==> config.mk <==
export PLATFORM = sky130hd
export DESIGN_NAME = burst_sync_divider
export DESIGN_NICKNAME = d
export VERILOG_FILES = /design/src/rtl/burst_div_pkg.sv /design/src/rtl/bsd_edge_sync.sv /design/src/rtl/bsd_activity.sv /design/src/rtl/bsd_channel.sv /design/src/rtl/burst_sync_divider.sv
export SDC_FILE = /design/constraint.sdc
export NUM_CORES = 1
export LEC_CHECK = 0
export ABC_CLOCK_PERIOD_IN_PS = 3600
export BUFFER_PORTS_ARGS = -buffer_cell sky130_fd_sc_hd__clkbuf_2
export CORE_MARGIN = 2
export CORE_UTILIZATION = 60
export CTS_BUF_LIST = sky130_fd_sc_hd__clkbuf_2
export CTS_CLUSTER_SIZE = 24
export DETAILED_ROUTE_END_ITERATION = 16
export PLACE_DENSITY = 0.92
export SYNTH_ARGS = -nofsm -noshare
export SYNTH_HDL_FRONTEND = slang
export SYNTH_SLANG_ARGS = --single-unit
==> constraint.sdc <==
create_clock -name clk -period 3.6 [get_ports clk]
set_clock_uncertainty 0.2 [all_clocks]
set_input_delay 0.54 -clock clk [delete_from_list [all_inputs] [get_ports clk]]
set_output_delay 0.54 -clock clk [all_outputs]
set_load 0.01 [all_outputs]
==> src/rtl/burst_div_pkg.sv <==
// Package: burst_div_pkg
// Shared default sizes for the burst-aligned edge divider. Holds no logic.
package burst_div_pkg;
    localparam int DEF_NCH   = 4;
    localparam int DEF_DIV_W = 8;
    localparam int DEF_TMO_W = 16;
    localparam int MIN_HALF  = 2;
endpackage

==> src/rtl/bsd_edge_sync.sv <==
// Module: bsd_edge_sync
// Brings an asynchronous level into the clk domain with two flops, then
// flags a rising edge as a one-cycle pulse. Assumes the input stays high
// and low for at least two clk periods each.
module bsd_edge_sync (
    input  logic clk,
    input  logic rst_n,
    input  logic din,
    output logic rise
);
    logic [2:0] stage;

    // Shift the raw level through the synchronizer and one history flop.
    always_ff @(posedge clk) begin
        if (!rst_n) stage <= '0;
        else        stage <= {stage[1:0], din};
    end

    // Rising edge: synchronized level high now, low one cycle earlier.
    always_comb rise = stage[1] & ~stage[2];
endmodule

==> src/rtl/bsd_activity.sv <==
// Module: bsd_activity
// Tracks whether a burst is running. Any edge clears the idle counter. When
// the counter reaches the timeout with no edge, a one-cycle expire is raised
// and active drops in the same edge. The first edge while idle is a start.
// An edge during a burst is a step.
module bsd_activity #(
    parameter int TMO_W = 16
) (
    input  logic             clk,
    input  logic             rst_n,
    input  logic             rise,
    input  logic [TMO_W-1:0] timeout,
    output logic             active,
    output logic             start,
    output logic             step,
    output logic             expire
);
    logic [TMO_W:0] idle_cnt;
    logic [TMO_W:0] idle_nxt;

    // Decode burst events from the edge pulse and the idle span.
    always_comb begin
        idle_nxt = idle_cnt + 1'b1;
        start    = rise & ~active;
        step     = rise & active;
        expire   = active & ~rise & (idle_nxt >= {1'b0, timeout});
    end

    // Update the burst flag and the idle counter.
    always_ff @(posedge clk) begin
        if (!rst_n) begin
            active   <= 1'b0;
            idle_cnt <= '0;
        end else if (rise) begin
            active   <= 1'b1;
            idle_cnt <= '0;
        end else if (expire || !active) begin
            active   <= 1'b0;
            idle_cnt <= '0;
        end else begin
            idle_cnt <= idle_nxt;
        end
    end
endmodule

==> src/rtl/bsd_channel.sv <==
// Module: bsd_channel
// One divided output. Counts step events down from the half-period and
// toggles on expiry, reloading the half-period present at that moment.
// A half-period below MIN_HALF disables the channel and holds it low.
// Expire clears the channel to its reload state.
module bsd_channel
    import burst_div_pkg::*;
#(
    parameter int DIV_W = 8
) (
    input  logic             clk,
    input  logic             rst_n,
    input  logic             start,
    input  logic             step,
    input  logic             expire,
    input  logic [DIV_W-1:0] half,
    output logic             q
);
    localparam logic [DIV_W-1:0] LIMIT = DIV_W'(MIN_HALF);
    localparam logic [DIV_W-1:0] LAST  = DIV_W'(1);

    logic [DIV_W-1:0] remain;
    logic             enabled;
    logic             half_ok;

    // A usable half-period needs at least MIN_HALF edges.
    always_comb half_ok = (half >= LIMIT);

    // Channel sequencing: clear, align on start, count and toggle on steps.
    always_ff @(posedge clk) begin
        if (!rst_n || expire) begin
            remain  <= '0;
            enabled <= 1'b0;
            q       <= 1'b0;
        end else if (start) begin
            remain  <= half;
            enabled <= half_ok;
            q       <= half_ok;
        end else if (step && enabled) begin
            if (remain == LAST) begin
                if (half_ok) begin
                    remain <= half;
                    q      <= ~q;
                end else begin
                    remain  <= '0;
                    enabled <= 1'b0;
                    q       <= 1'b0;
                end
            end else begin
                remain <= remain - 1'b1;
            end
        end
    end
endmodule

==> src/rtl/burst_sync_divider.sv <==
// Module: burst_sync_divider
// Top of the burst-aligned multi-channel edge divider. One synchronizer and
// one activity monitor feed NCH identical divider channels. Assumes clk is
// at least four times the external signal frequency.
module burst_sync_divider
    import burst_div_pkg::*;
#(
    parameter int NCH   = DEF_NCH,
    parameter int DIV_W = DEF_DIV_W,
    parameter int TMO_W = DEF_TMO_W
) (
    input  logic                 clk,
    input  logic                 rst_n,
    input  logic                 sig_in,
    input  logic [NCH*DIV_W-1:0] div_ratio,
    input  logic [TMO_W-1:0]     timeout,
    output logic [NCH-1:0]       sync_out,
    output logic                 active
);
    logic edge_rise;
    logic burst_start;
    logic burst_step;
    logic burst_expire;

    bsd_edge_sync u_sync (
        .clk   (clk),
        .rst_n (rst_n),
        .din   (sig_in),
        .rise  (edge_rise)
    );

    bsd_activity #(.TMO_W(TMO_W)) u_act (
        .clk     (clk),
        .rst_n   (rst_n),
        .rise    (edge_rise),
        .timeout (timeout),
        .active  (active),
        .start   (burst_start),
        .step    (burst_step),
        .expire  (burst_expire)
    );

    for (genvar i = 0; i < NCH; i++) begin : g_ch
        bsd_channel #(.DIV_W(DIV_W)) u_ch (
            .clk    (clk),
            .rst_n  (rst_n),
            .start  (burst_start),
            .step   (burst_step),
            .expire (burst_expire),
            .half   (div_ratio[i*DIV_W +: DIV_W]),
            .q      (sync_out[i])
        );
    end
endmodule

==> results.md, run 1 <==
- The run finished with clean final reports.
- The share of total power in sequential cells is 47.5%.
- The total design power is 1.75 mW.
- The buffers plus inverters on the worst setup path is 1.
- The relative slew slack is 29.3%.
- Global routing consumed, on the met3 layer, 5.54% of the routing resources.
- The net switching fraction of the power is 35.4%.
- Sequential cells were found to cover 30.7% of the synthesized design area.
- Post-CTS repair changed the size of 0 cells.
- The share of total power in the clock network is 23.9%.
- Global routing consumed, over all layers together, 27.1% of the routing resources.
- The maximum achievable frequency is 298 MHz.
- The met1 routing resource usage after global routing is 35.5%.
- The first global-routing pass estimated 16.2 mm of wire.
- The cell sitting at the root of the clock tree is a sky130_fd_sc_hd__clkbuf_2.
- The global placement routability congestion is 0.927.
- The min-delay analysis places its worst path in the category input pin to flop.
- The number of max-cap violations is 0.
- In this run, synthesis produced a sequential element count of 61.
- The quantity of I/O buffers inserted on ports is 55.
- The setup path with the least slack is of type flop to flop.
- The number of H-tree levels is 3.
- The initial core utilization is 62.2%.
- The slowest library cell on the worst path is sky130_fd_sc_hd__or4_1.
- The count of final max-slew check failures is 0.
- The met2 layer usage reported by global route is 44.1%.
- The number of warning messages in the yosys log is 0.
- The number of synthesized flops with an enable pin is 0.
- The internal power is 1.13 mW.
- The average instance area after synthesis is 8.07 µm².
- The synthesized netlist contains 64 unique library cells.
- The largest stage delay on the critical path is 0.51 ns.
- The via count of the routed design is 3,914.
- The floorplan has 29 rows.
- The via density per instance is 6.29.
- STA classifies the critical path startpoint as a flop.
- The minimum clock period after layout is 3.36 ns.
- The number of nets handed over by synthesis was 568.
- The utilization of the core after routing is 69.2%.
- The clock sink count is 61.
- In this run the worst path has a maximum fanout of 40.
- The first routing iteration left 326 violations.
- The first detailed-routing pass took 7 iterations.
- 56 I/O pins were placed.
- The average wire per standard cell is 15.3 µm.
- The die covers 7290 µm².
- Summed over all nets, the half-perimeter wirelength after detailed placement is 6.86 mm.
- Sorting the synthesized cells by area gives the leading types as sky130_fd_sc_hd__dfxtp_1 31%, sky130_fd_sc_hd__ha_1 7.9%, sky130_fd_sc_hd__nor3_1 4.7%.
- The analysis attributes to net switching a power of 0.619 mW.
- The clock tree from TritonCTS is built.
- Entering global routing, the biggest net connects 41 pins.
- The hold buffer count at cts is 0.
- After clock tree synthesis, the clock-pin slew on the worst setup and hold paths is 0.19 ns.
- The portion of total power attributed to combinational logic is 28.6%.
- In this run, CTS created clock tree buffers numbering 9.
- The endpoint class of the critical path is a flop.
- The via count of the first global-routing pass is 3,721.
- In the final design database the tool counted 617 nets.
- The count of nets left with antenna violations once routing finished came out at 0.
- In this run the most used layer during global routing was met2.
- The clock passes through at most 2 buffers.
- The clock reaches the later pin of the worst-skew pair after 0.52 ns.
- The number of antenna diodes in the final layout is 0.
- The power density over the cells is 396 nW/µm².
- The die span in x is 85.4 µm.
- Setup repair after global routing left no endpoint under its margin.
- In the synthesized netlist the dominant register cell turns out to be sky130_fd_sc_hd__dfxtp_1.
- After layout, the worst path uses 93.3% of the clock period.
- From bottom edge to top edge, the die measures 85.4 µm.
- The setup TNS is 0 ns.
- The endpoint required time on the critical path is 3.78 ns.
- The largest vdd supply drop is 0.266 mV.
- The biggest area contributor in the post-synthesis netlist is sky130_fd_sc_hd__dfxtp_1.
- For this run, design rule violations remaining after detail routing come to 0.
- For the pin with the worst max-slew slack, the measured transition is 1.05 ns.
- In this run the cell area of the synthesized design comes to 3970 µm².
- The share of layout cells above drive strength 1 is 18.5%.
- The critical path goes through nand4_1 -> or4_1 -> nor2_1 -> xor2_1 -> ha_1 -> a21oi_1 -> a21boi_0 -> o21bai_1 -> a41oi_2 -> buf_12 -> a2111oi_0.
- The total overflow left after global routing is 0.
- Data arrives at the worst endpoint at 3.53 ns.
- The family with the most delay on the worst path is compound AO/OA/AOI/OAI gates.
- The final layout contains routed wiring with a total length of 9.53 mm.
- The final number of hold-violating endpoints is 0.
- In the synthesized netlist the async set-or-reset flop fraction comes to 0%.
- The count of endpoints failing setup in the final report is 0.
- The core footprint is 6390 µm².
- Buffers added to address setup during post-CTS repair amount to 0.
- The cell count after synthesis is 492.
- The analysis attributes to cell leakage a power of 1.77 nW.
- From synthesis to final layout, the design area changed by 11.3%.
- Of the post-synthesis cell area, the dominant cell type holds 30.7%.
- The number of antenna violations at the first check in global routing came to 0.
sequential cells by signal, indices dropped and copies added, names as in the netlist:
| signal | flops |
|---|---|
| g_ch.u_ch.remain | 32 |
| u_act.idle_cnt | 17 |
| g_ch.u_ch.enabled | 4 |
| g_ch.u_ch.q | 4 |
| u_sync.stage | 3 |
| u_act.active | 1 |
cell families (layout without fill, tap and decap cells):
logic type / Yosys count / after routing / synth area share [%]
compound gates: 119 / 119 / 20.1
xor+xnor: 15 / 15 / 3.31
fa+ha+maj: 25 / 25 / 7.88
buf+inv: 61 / 114 / 6.52
flops: 61 / 61 / 30.7
mux: 13 / 13 / 3.50
other cells: 1 / 1 / 0.0944
simple gates: 197 / 197 / 27.8
area by class of cell:
cell class | count | area, µm²
multi-input cells | 370 | 2500
flip-flops and latches | 61 | 1220
well taps | 77 | 96.3
inverters | 35 | 131
clock inverters | 4 | 50.0
clock buffers | 11 | 55.1
repair buffers | 64 | 368
fillers | 490 | 1970
path summary, 6_finish.rpt:
kind	endpoint	startpoint	slack (ns)	cells past startpoint
max	g_ch[1].u_ch.remain[1]	u_act.idle_cnt[6]	0.24	11
min	u_sync.stage[0]	sig_in	0.05	2
max reg2reg	g_ch[1].u_ch.remain[1]	u_act.idle_cnt[6]	0.24	11
min reg2reg	g_ch[1].u_ch.remain[3]	g_ch[1].u_ch.remain[3]	0.30	2
power groups by stage:
stage	sequential (mW)	clock, mW	combinational, mW
after global placement	0.837	0	0.472
after global routing	0.841	0.452	0.563
after detailed placement	0.841	0	0.492
after CTS	0.827	0.422	0.495
final	0.830	0.418	0.501
after floorplan	0.821	0	0.384
per-layer routing:
metal | vias to the layer above | share of wire [%]
met5 | - | 0
met4 | 0 | 2.7
met3 | 37 | 6.9
met2 | 191 | 46
met1 | 1760 | 44
li1 | 1926 | -
synth_stat cells, types with 8 or more instances:
library cell / number
sky130_fd_sc_hd__o21ai_0: 13
sky130_fd_sc_hd__nor4_1: 9
sky130_fd_sc_hd__nor3_1: 37
sky130_fd_sc_hd__nand4_1: 17
sky130_fd_sc_hd__a211oi_1: 10
sky130_fd_sc_hd__nor3b_1: 18
sky130_fd_sc_hd__ha_1: 25
sky130_fd_sc_hd__dfxtp_1: 61
sky130_fd_sc_hd__clkbuf_1: 9
sky130_fd_sc_hd__inv_1: 35
sky130_fd_sc_hd__nand2_1: 30
sky130_fd_sc_hd__nand3_1: 16
sky130_fd_sc_hd__o22ai_1: 18
sky130_fd_sc_hd__nor2_1: 34
sky130_fd_sc_hd__xnor2_1: 8
sky130_fd_sc_hd__o21a_1: 15
sky130_fd_sc_hd__a21oi_1: 30
sky130_fd_sc_hd__buf_2: 12
through the flow:
step                      setup slack [ns]  area [µm²]  cells  hold WS [ns]
after CTS                            0.266        4420    622        0.0400
after floorplan                      0.631        3970    492         0.212
final                                0.243        4420    622        0.0460
after global placement               0.465        4320    607         0.215
after global routing              0.000130        4420    622        0.0252
after detailed placement             0.292        4320    607         0.220
placed cells by master, fill, tap and decap left out, drive strengths merged, types with 7 or more instances in the layout:
cell type	synthesis	routed
nand3	17	17
nor2	34	34
inv	35	35
a211oi	10	10
clkbuf	9	66
nand2	30	30
mux2	7	7
xnor2	8	8
buf	17	9
o21ai	15	15
xor2	7	7
nor3b	20	20
o22ai	18	18
nor4	12	12
nor3	39	39
a21oi	30	30
o21a	15	15
ha	25	25
dfxtp	61	61
nand4	17	17
No activity file was read; power rests on OpenSTA's default activity.
==> run 2, diff against run 1 <==
--- a/config.mk
+++ b/config.mk
@@ -6,4 +6,5 @@
 export NUM_CORES = 1
 export LEC_CHECK = 0
+export ABC_AREA = 1
 export ABC_CLOCK_PERIOD_IN_PS = 3600
 export BUFFER_PORTS_ARGS = -buffer_cell sky130_fd_sc_hd__clkbuf_2
==> constraint.sdc (replaced) <==
create_clock -name clk -period 3.6 [get_ports clk]
set_clock_uncertainty 0.2 [all_clocks]
set_input_delay 0.54 -clock clk [delete_from_list [all_inputs] [get_ports clk]]
set_output_delay 0.54 -clock clk [all_outputs]
set_load 0.005 [all_outputs]
==> run 2 against run 1 <==
Power fell by 21%. Largest power group unchanged. Critical path type unchanged. Hold slack improved by 0.076 ns. Combinational power fell by 37%. First-iteration DRC count down 48%. Cell count increased by 16%.
==> results.md, run 2 <==
- The vertical die dimension is 85.4 µm (about the same).
- The portion of the post-synthesis area used by sequential elements is 30.7% (-0.048 points).
- The number of synthesized flops with an enable pin is 0 (unchanged).
- The clock tree from TritonCTS is built.
- The share of flip-flops with an asynchronous set or reset is 0% (unchanged).
- In the synthesized netlist, the cells that appear most often are 107 x sky130_fd_sc_hd__inv_1, 95 x sky130_fd_sc_hd__nand2_1, 69 x sky130_fd_sc_hd__nor2_1.
- The initial core utilization came to 62.3% (+0.098 points).
- The final number of hold-violating endpoints came to 0 (unchanged).
- In the layout the commonest cells are 107 x sky130_fd_sc_hd__inv_1, 95 x sky130_fd_sc_hd__nand2_1, 69 x sky130_fd_sc_hd__nor2_1, 66 x sky130_fd_sc_hd__clkbuf_2, 61 x sky130_fd_sc_hd__dfxtp_1.
- The total global-route track usage is 25.3% (-1.9 points).
- The arrival time at the worst endpoint is 3.44 ns (-0.09 ns).
- The first-pass GRT wire length is 15.2 mm (-6.3%).
- The register name with the most flops is g_ch.u_ch.remain.
- The die span in x is 85.4 µm (about the same).
- The final-stage net count is 714 (+16%).
- The count of antenna diodes in the layout is 0 (unchanged).
- The flow ran to the end, and the final reports show no timing, DRC or antenna violations.
- The most frequent cell after synthesis is sky130_fd_sc_hd__inv_1.
- The largest vdd supply drop is 0.289 mV (+8.6%).
- The clock-pin transition on the worst setup and hold timing paths came to 0.16 ns (-0.03 ns).
- The largest registers in the layout are g_ch.u_ch.remain x32, u_act.idle_cnt x17.
- The count of cell types in the netlist is 40 (-38%).
- The total global routing overflow is 0 (unchanged).
- The critical path goes through and3_2 -> nand3_1 -> nor2_1 -> inv_1 -> nor2_1 -> nand2_1 -> nor2_1 -> xor2_1 -> inv_1 -> ha_1 -> nand2_1 -> nor2_1 -> nand2_1 -> nand2_1 -> nand2_1 -> nand2_1 -> nand2_1 -> nand2_1 -> nand2_1 -> nand2_2 -> buf_12 -> nor2_2.
- The average instance area after synthesis is 6.86 µm² (-15%).
- Compared with the post-synthesis result, the final layout area differs by 10.8%.
- The I/O pin count is 56 (unchanged).
- The estimated wirelength of the detail-placed design is 6.70 mm (-2.4%).
- The number of search-and-repair iterations in the first detailed-routing pass was 5 (-2).
- The number of warning messages in the yosys log is 0 (unchanged).
- The source-to-sink clock delay at the later pin of the worst-skew pair is 0.49 ns (-0.03 ns).
- The power density over the cells came to 315 nW/µm² (-20%).
- The pin count of the biggest net entering global routing is 21 (-49%).
- sky130_fd_sc_hd__dfxtp_1 takes more of the synthesized area than any other cell.
- The total die area is 7300 µm² (+0.15%).
- The share of the clock period used by the worst path was 90.9% (-2.3 points).
- The post-layout instance count excluding filler cells is 720 (+16%).
- By area the synthesized netlist is led by sky130_fd_sc_hd__dfxtp_1 31%, sky130_fd_sc_hd__inv_1 10%, sky130_fd_sc_hd__nand2_1 9.0%.
- The via count of the routed design is 3,842 (-1.8%).
- The flip-flop count of the largest register, all copies and words added is 32 (unchanged).
- The core footprint is 6390 µm² (unchanged).
- The quantity of I/O buffers inserted on ports came to 55 (unchanged).
- The slowest library cell on the worst path is sky130_fd_sc_hd__dfxtp_1.
- The transition time of the tightest slew-check pin is 0.521 ns (-0.532 ns).
- The share of layout cells above drive strength 1 was 19.9% (+1.4 points).
- The number of core rows is 29 (unchanged).
- The number of H-tree levels came to 3 (unchanged).
- The number of clock buffers inserted by TritonCTS is 9 (unchanged).
- The post-synthesis instance area was 3980 µm² (+0.16%).
- The category of the critical setup timing path is flop to flop.
- The worst slack on hold paths is 0.122 ns (+0.0756 ns).
- The top cell type's share of synthesized area came to 30.7% (-0.048 points).
- The number of synthesized register bits was 61 (unchanged).
- The most common cell after layout, fill and taps aside is sky130_fd_sc_hd__inv_1.
- The largest stage delay on the critical path is 0.41 ns (-0.10 ns).
- The cell repeated most along the worst path is sky130_fd_sc_hd__nand2_1.
- The maximum fanout encountered on the critical timing path is 20 (-50%).
- The number of nets with antenna violations after routing came to 0 (unchanged).
- The initial DRC count is 169 (-48%).
- STA classifies the critical path startpoint as a flop.
- The cell count after synthesis is 580 (+18%).
- The via count of the first global-routing pass is 3,616 (-2.8%).
- The maximum root-to-sink buffer count is 2 (unchanged).
- The clock sink count was 61 (unchanged).
- The minimum clock period after layout is 3.27 ns (-0.0837 ns).
- The number of antenna violations at the first check in global routing is 0 (unchanged).
- The final wirelength is 8.71 mm (-8.7%).
- The count of final max-slew check failures is 0 (unchanged).
- The min-delay analysis places its worst path in the category input pin to flop.
- The cell count after placement was 703 (+16%).
- The relative slew slack came to 65.0% (+36 points).
- Among all flip-flop cells after synthesis, the most frequent one is sky130_fd_sc_hd__dfxtp_1.
- The endpoint class of the critical path is a flop.
- The post-CTS setup-driven buffer insertion count came to 0 (unchanged).
- The count of endpoints failing setup in the final report is 0 (unchanged).
- The net count after synthesis was 656 (+15%).
- The via density per instance was 5.34 (-15%).
- The maximum achievable frequency is 305 MHz (+2.6%).
- The global placement routability congestion came to 0.887 (-4.3%).
- The endpoint required time on the critical path was 3.77 ns (about the same).
- The average wire per standard cell came to 12.1 µm (-21%).
- The number of max-cap violations is 0 (unchanged).
- The total leakage power came to 2.12 nW (+20%).
- The root buffer cell chosen for the clock tree is sky130_fd_sc_hd__clkbuf_2.
- The total DRC errors in the routed layout is 0 (unchanged).
-- run 2: repair_timing --
action / CTS / global route
resized for setup: 0 / 2
hold buffers: 1 / 0
endpoints found under the hold margin: 1 / 0
setup endpoints to repair: 0 / 57
-- run 2: area by class of cell --
type | instances | area, µm²
multi-input cells | 400 | 2270
fillers | 535 | 1980
flip-flops and latches | 61 | 1220
inverters | 108 | 405
repair buffers | 58 | 325
well taps | 77 | 96.3
clock buffers | 11 | 55.1
clock inverters | 5 | 27.5
-- run 2: through the flow --
step                power [mW]  util [%]  setup slack [ns]  area (µm²)  setup TNS (ns)
floorplan                0.973         -             0.700        3980               0
global placement          1.04      67.4             0.359        4300               0
detailed placement        1.05      67.4             0.239        4300               0
CTS                       1.39      68.8             0.200        4390               0
global route              1.47      69.0          -0.00971        4410         -0.0215
finish                    1.39      69.0             0.327        4410               0
-- run 2: where the power goes --
| group | internal (mW) | switching (mW) | total, mW |
|---|---|---|---|
| clock | 0.0923 | 0.247 | 0.339 |
| combinational | 0.129 | 0.189 | 0.318 |
| sequential | 0.706 | 0.0230 | 0.729 |
-- run 2: kinds of logic (layout without fill, tap and decap cells) --
group,count (synthesis),count (layout),share of synthesized area (%)
AO/OA/AOI/OAI,93,93,14.2
flip-flops,61,61,30.7
other,1,1,0.0943
buffers and inverters,119,182,12.4
XOR/XNOR,20,20,4.40
AND/OR/NAND/NOR,261,261,30.4
adder cells (fa/ha/maj),25,25,7.86
-- run 2: worst paths after layout --
path	start	end	cells past startpoint	slack, ns
setup reg to reg	u_act.idle_cnt[0]	g_ch[2].u_ch.remain[4]	22	0.33
hold reg to reg	u_sync.stage[0]	u_sync.stage[1]	2	0.24
setup / recovery	u_act.idle_cnt[0]	g_ch[2].u_ch.remain[4]	22	0.33
hold / removal	div_ratio[27]	g_ch[3].u_ch.remain[3]	3	0.12
-- run 2: critical path, delay by kind of cell (launching register included) --
kind                     cells  cell delay (ns)
AND/OR/NAND/NOR             17             1.71
flip-flops                   1             0.41
buffers and inverters        3             0.34
adder cells (fa/ha/maj)      1             0.27
XOR/XNOR                     1             0.20
-- run 2: metal layers --
metal	track usage [%]	vias up	wire length [µm]
met5	0	-	0
met4	7.79	0	131
met3	6.61	14	600
met2	43.2	136	4220
met1	31.1	1717	3760
li1	-	1975	-
==> run 3, diff against run 2 <==
- BUFFER_PORTS_ARGS: -buffer_cell sky130_fd_sc_hd__clkbuf_2 -> unset
- CORE_UTILIZATION: 60 -> 65
- DONT_BUFFER_PORTS: unset -> 1
- PLACE_DENSITY: 0.92 -> 0.9
==> run 3 against run 2 <==
Critical path depth fell by 1. Hold slack got worse by 0.10 ns. Via count fell by 3.0%. Maximum frequency fell by 1.5%. Routed wire length rose by 0.54%. Sequential power barely moved. Power rose by 2.0%. Cell area fell by 5.2%. Global-route usage rose by 1.2 points. Combinational power fell by 8.5%. Largest power group unchanged. Sequential share of layout area rose by 1.5 points. Register-to-register slack got worse by 0.05 ns. Highest routed layer unchanged.
==> results.md, run 3 (synthesis gave the netlist of run 2 again) <==
- The final wirelength is 8.76 mm (+0.54%).
- The minimum clock period after layout is 3.32 ns (+0.0487 ns).
- The category of the worst setup path launch point is a flop.
- TritonCTS built the clock tree.
- The arrival time at the worst endpoint came to 3.50 ns (+0.06 ns).
- The total global-route track usage is 26.5% (+1.2 points).
- The via count of the first global-routing pass is 3,450 (-4.6%).
- The number of search-and-repair iterations in the first detailed-routing pass came to 5 (unchanged).
- The clock-pin transition on the worst setup and hold timing paths was 0.16 ns (about the same).
- The largest registers in the layout are g_ch.u_ch.remain x32, u_act.idle_cnt x17.
- The share of total power in sequential cells is 51.6% (-1.0 points).
- The number of H-tree levels came to 3 (unchanged).
- The first-pass GRT wire length came to 14.0 mm (-7.9%).
- The register name with the most flops is g_ch.u_ch.remain.
- The count of final max-slew check failures is 0 (unchanged).
- Among the stages of the critical path, the cell type that occurs most often is sky130_fd_sc_hd__nand2_1.
- The via density per instance came to 5.61 (+5.1%).
- The via count of the routed design is 3,725 (-3.0%).
- The number of clock buffers inserted by TritonCTS is 9 (unchanged).
- The top cell types in the final layout, fill and taps aside, are 107 x sky130_fd_sc_hd__inv_1, 95 x sky130_fd_sc_hd__nand2_1, 66 x sky130_fd_sc_hd__nor2_1, 60 x sky130_fd_sc_hd__dfxtp_1, 45 x sky130_fd_sc_hd__nor2_2.
- The count of antenna diodes in the layout is 0 (unchanged).
- The placed cell area is 4000 µm² (-6.9%).
- The maximum fanout encountered on the critical timing path is 20 (unchanged).
- The total global routing overflow is 0 (unchanged).
- The area taken by multi-input logic gates is 2290 µm² (+0.66%).
- The critical path goes through ha_1 -> nand2_1 -> nor2_2 -> nand3_2 -> or2_4 -> xor2_1 -> ha_1 -> nand2_1 -> nor2_2 -> nand3b_1 -> nand3_1 -> nand2_1 -> nand2_1 -> nand2_1 -> nand2_1 -> nand2_1 -> nand2_1 -> nand2_1 -> nand2_2 -> clkbuf_16 -> nor2_4.
- The final-stage net count came to 660 (-7.6%).
- The net switching fraction of the power is 31.7% (-1.5 points).
- The initial DRC count was 241 (+43%).
- The share of the clock period used by the worst path was 92.3% (+1.4 points).
- The slowest library cell on the worst path is sky130_fd_sc_hd__dfxtp_2.
- The number of core rows is 28 (-3.4%).
- The share of total power in the clock network came to 27.9% (+3.4 points).
- The maximum root-to-sink buffer count is 2 (unchanged).
- The flip-flop count of the largest register, all copies and words added is 32 (unchanged).
- The number of nets with antenna violations after routing came to 0 (unchanged).
- The global placement routability congestion was 0.920 (+3.7%).
- The total die area is 6760 µm² (-7.3%).
- The count of endpoints failing setup in the final report is 0 (unchanged).
- The pin count of the biggest net entering global routing is 41 (+95%).
- The setup TNS came to 0 ns (unchanged).
- The total design power is 1.41 mW (+2.0%).
- The total DRC errors in the routed layout came to 0 (unchanged).
- The portion of total power attributed to combinational logic is 20.6% (-2.3 points).
- The maximum achievable frequency is 301 MHz (-1.5%).
- The core footprint was 5920 µm² (-7.3%).
- The I/O pin count is 56 (unchanged).
- The average wire per standard cell is 13.2 µm (+9.0%).
- The number of antenna violations at the first check in global routing is 0 (unchanged).
- The estimated wirelength of the detail-placed design is 6.43 mm (-3.9%).
- The depth of the worst register-to-register path was 21 (-4.5%).
- The area growth from synthesis to layout is 5.03%.
- The source-to-sink clock delay at the later pin of the worst-skew pair was 0.48 ns (about the same).
- The total leakage power is 1.91 nW (-10%).
- The path class of the tightest hold or removal check is input pin to flop.
- The share of layout cells above drive strength 1 is 12.9% (-7.0 points).
- The largest stage delay on the critical path is 0.38 ns (-0.03 ns).
- The flow ran to the end, and the final reports show no timing, DRC or antenna violations.
- The cell at the root of the clock tree is sky130_fd_sc_hd__clkbuf_2.
- The vertical die dimension is 82.2 µm (-3.7%).
- The cell depth of the worst min-delay path is 2 (-1).
- The net load switching power is 0.448 mW (-2.6%).
- The endpoint class of the critical path is a flop.
- The footprint of the flip-flops and latches is 1220 µm² (+0.10%).
- The initial core utilization is 67.2% (+4.9 points).
- Leaving out fill and tap cells, the most frequent cell in the layout is sky130_fd_sc_hd__inv_1.
- The endpoint required time on the critical path is 3.78 ns (about the same).
- The layout filler cell count is 470 (-12%).
- The clock sink count came to 61 (unchanged).
- The category of the critical setup timing path is flop to flop.
- The largest vdd supply drop was 0.226 mV (-22%).
- The final number of hold-violating endpoints is 0 (unchanged).
- The finished layout cell area is 4180 µm² (-5.2%).
- Setup repair after global routing left no endpoint under its margin.
- The register-to-register path setup slack is 0.28 ns (-0.05 ns).
- The quantity of I/O buffers inserted on ports came to 0 (-100%).
- The post-CTS setup-driven buffer insertion count is 0 (unchanged).
- The number of max-cap violations is 0 (unchanged).
- The power density over the cells is 339 nW/µm² (+7.6%).
- The die span in x is 82.2 µm (-3.7%).
- The internal power came to 0.967 mW (+4.3%).
-- run 3: changes by cell type in the layout (fill, tap and decap cells not counted), sizes merged --
cell / change
clkinv: +1
bufinv: +1
dlygate4sd3: +1
buf: -1
clkbuf: -56
-- run 3: worst max-delay path, delay by kind of cell (launching register included) --
kind                     cells  cell delay, ns
AND/OR/NAND/NOR             17            1.73
adder cells (fa/ha/maj)      2            0.49
flip-flops                   1            0.38
buffers and inverters        1            0.25
XOR/XNOR                     1            0.16
-- run 3: through the flow --
stage,instances,utilization [%],hold slack (ns),worst slack (ns)
final,664,70.6,0.0206,0.278
after global routing,664,70.6,0.0136,0.0178
after CTS,663,69.7,0.00503,0.0695
after detailed placement,645,67.6,0.204,0.0850
after global placement,645,67.6,0.204,0.277
after floorplan,580,-,0.190,0.700
-- run 3: final cells by class --
| type | count | share of cell area [%] |
|---|---|---|
| Multi-Input combinational cell | 400 | 54.8 |
| Clock inverter | 7 | 1.35 |
| Clock buffer | 9 | 1.08 |
| Inverter | 108 | 9.70 |
| Tap cell | 75 | 2.25 |
| Sequential cell | 61 | 29.3 |
| Timing Repair Buffer | 4 | 1.56 |
-- run 3: metal layers --
metal	track usage (%)	wire (µm)	vias up
met3	6.41	584	28
li1	-	-	1860
met2	46.3	4370	141
met1	29.6	3590	1696
met5	0	0	-
met4	14.0	214	0
-- run 3: final timing paths --
path / from / end
max: u_act.idle_cnt[0] / g_ch[2].u_ch.remain[1]
min: div_ratio[21] / g_ch[2].u_ch.remain[5]
max reg2reg: u_act.idle_cnt[0] / g_ch[2].u_ch.remain[1]
min reg2reg: u_sync.stage[0] / u_sync.stage[1]
-- run 3: what timing repair did --
action,in CTS,in global routing
endpoints found under the setup margin,0,57
resized for setup,0,7
endpoints found under the hold margin,4,0
hold buffers,2,0
-- run 3: power groups by stage --
| stage | Combinational [mW] | Clock (mW) | Sequential [mW] |
|---|---|---|---|
| finish | 0.291 | 0.394 | 0.729 |
| global route | 0.330 | 0.425 | 0.734 |
| CTS | 0.281 | 0.396 | 0.729 |
| detailed placement | 0.276 | 0 | 0.743 |
| global placement | 0.263 | 0 | 0.742 |
| floorplan | 0.236 | 0 | 0.737 |
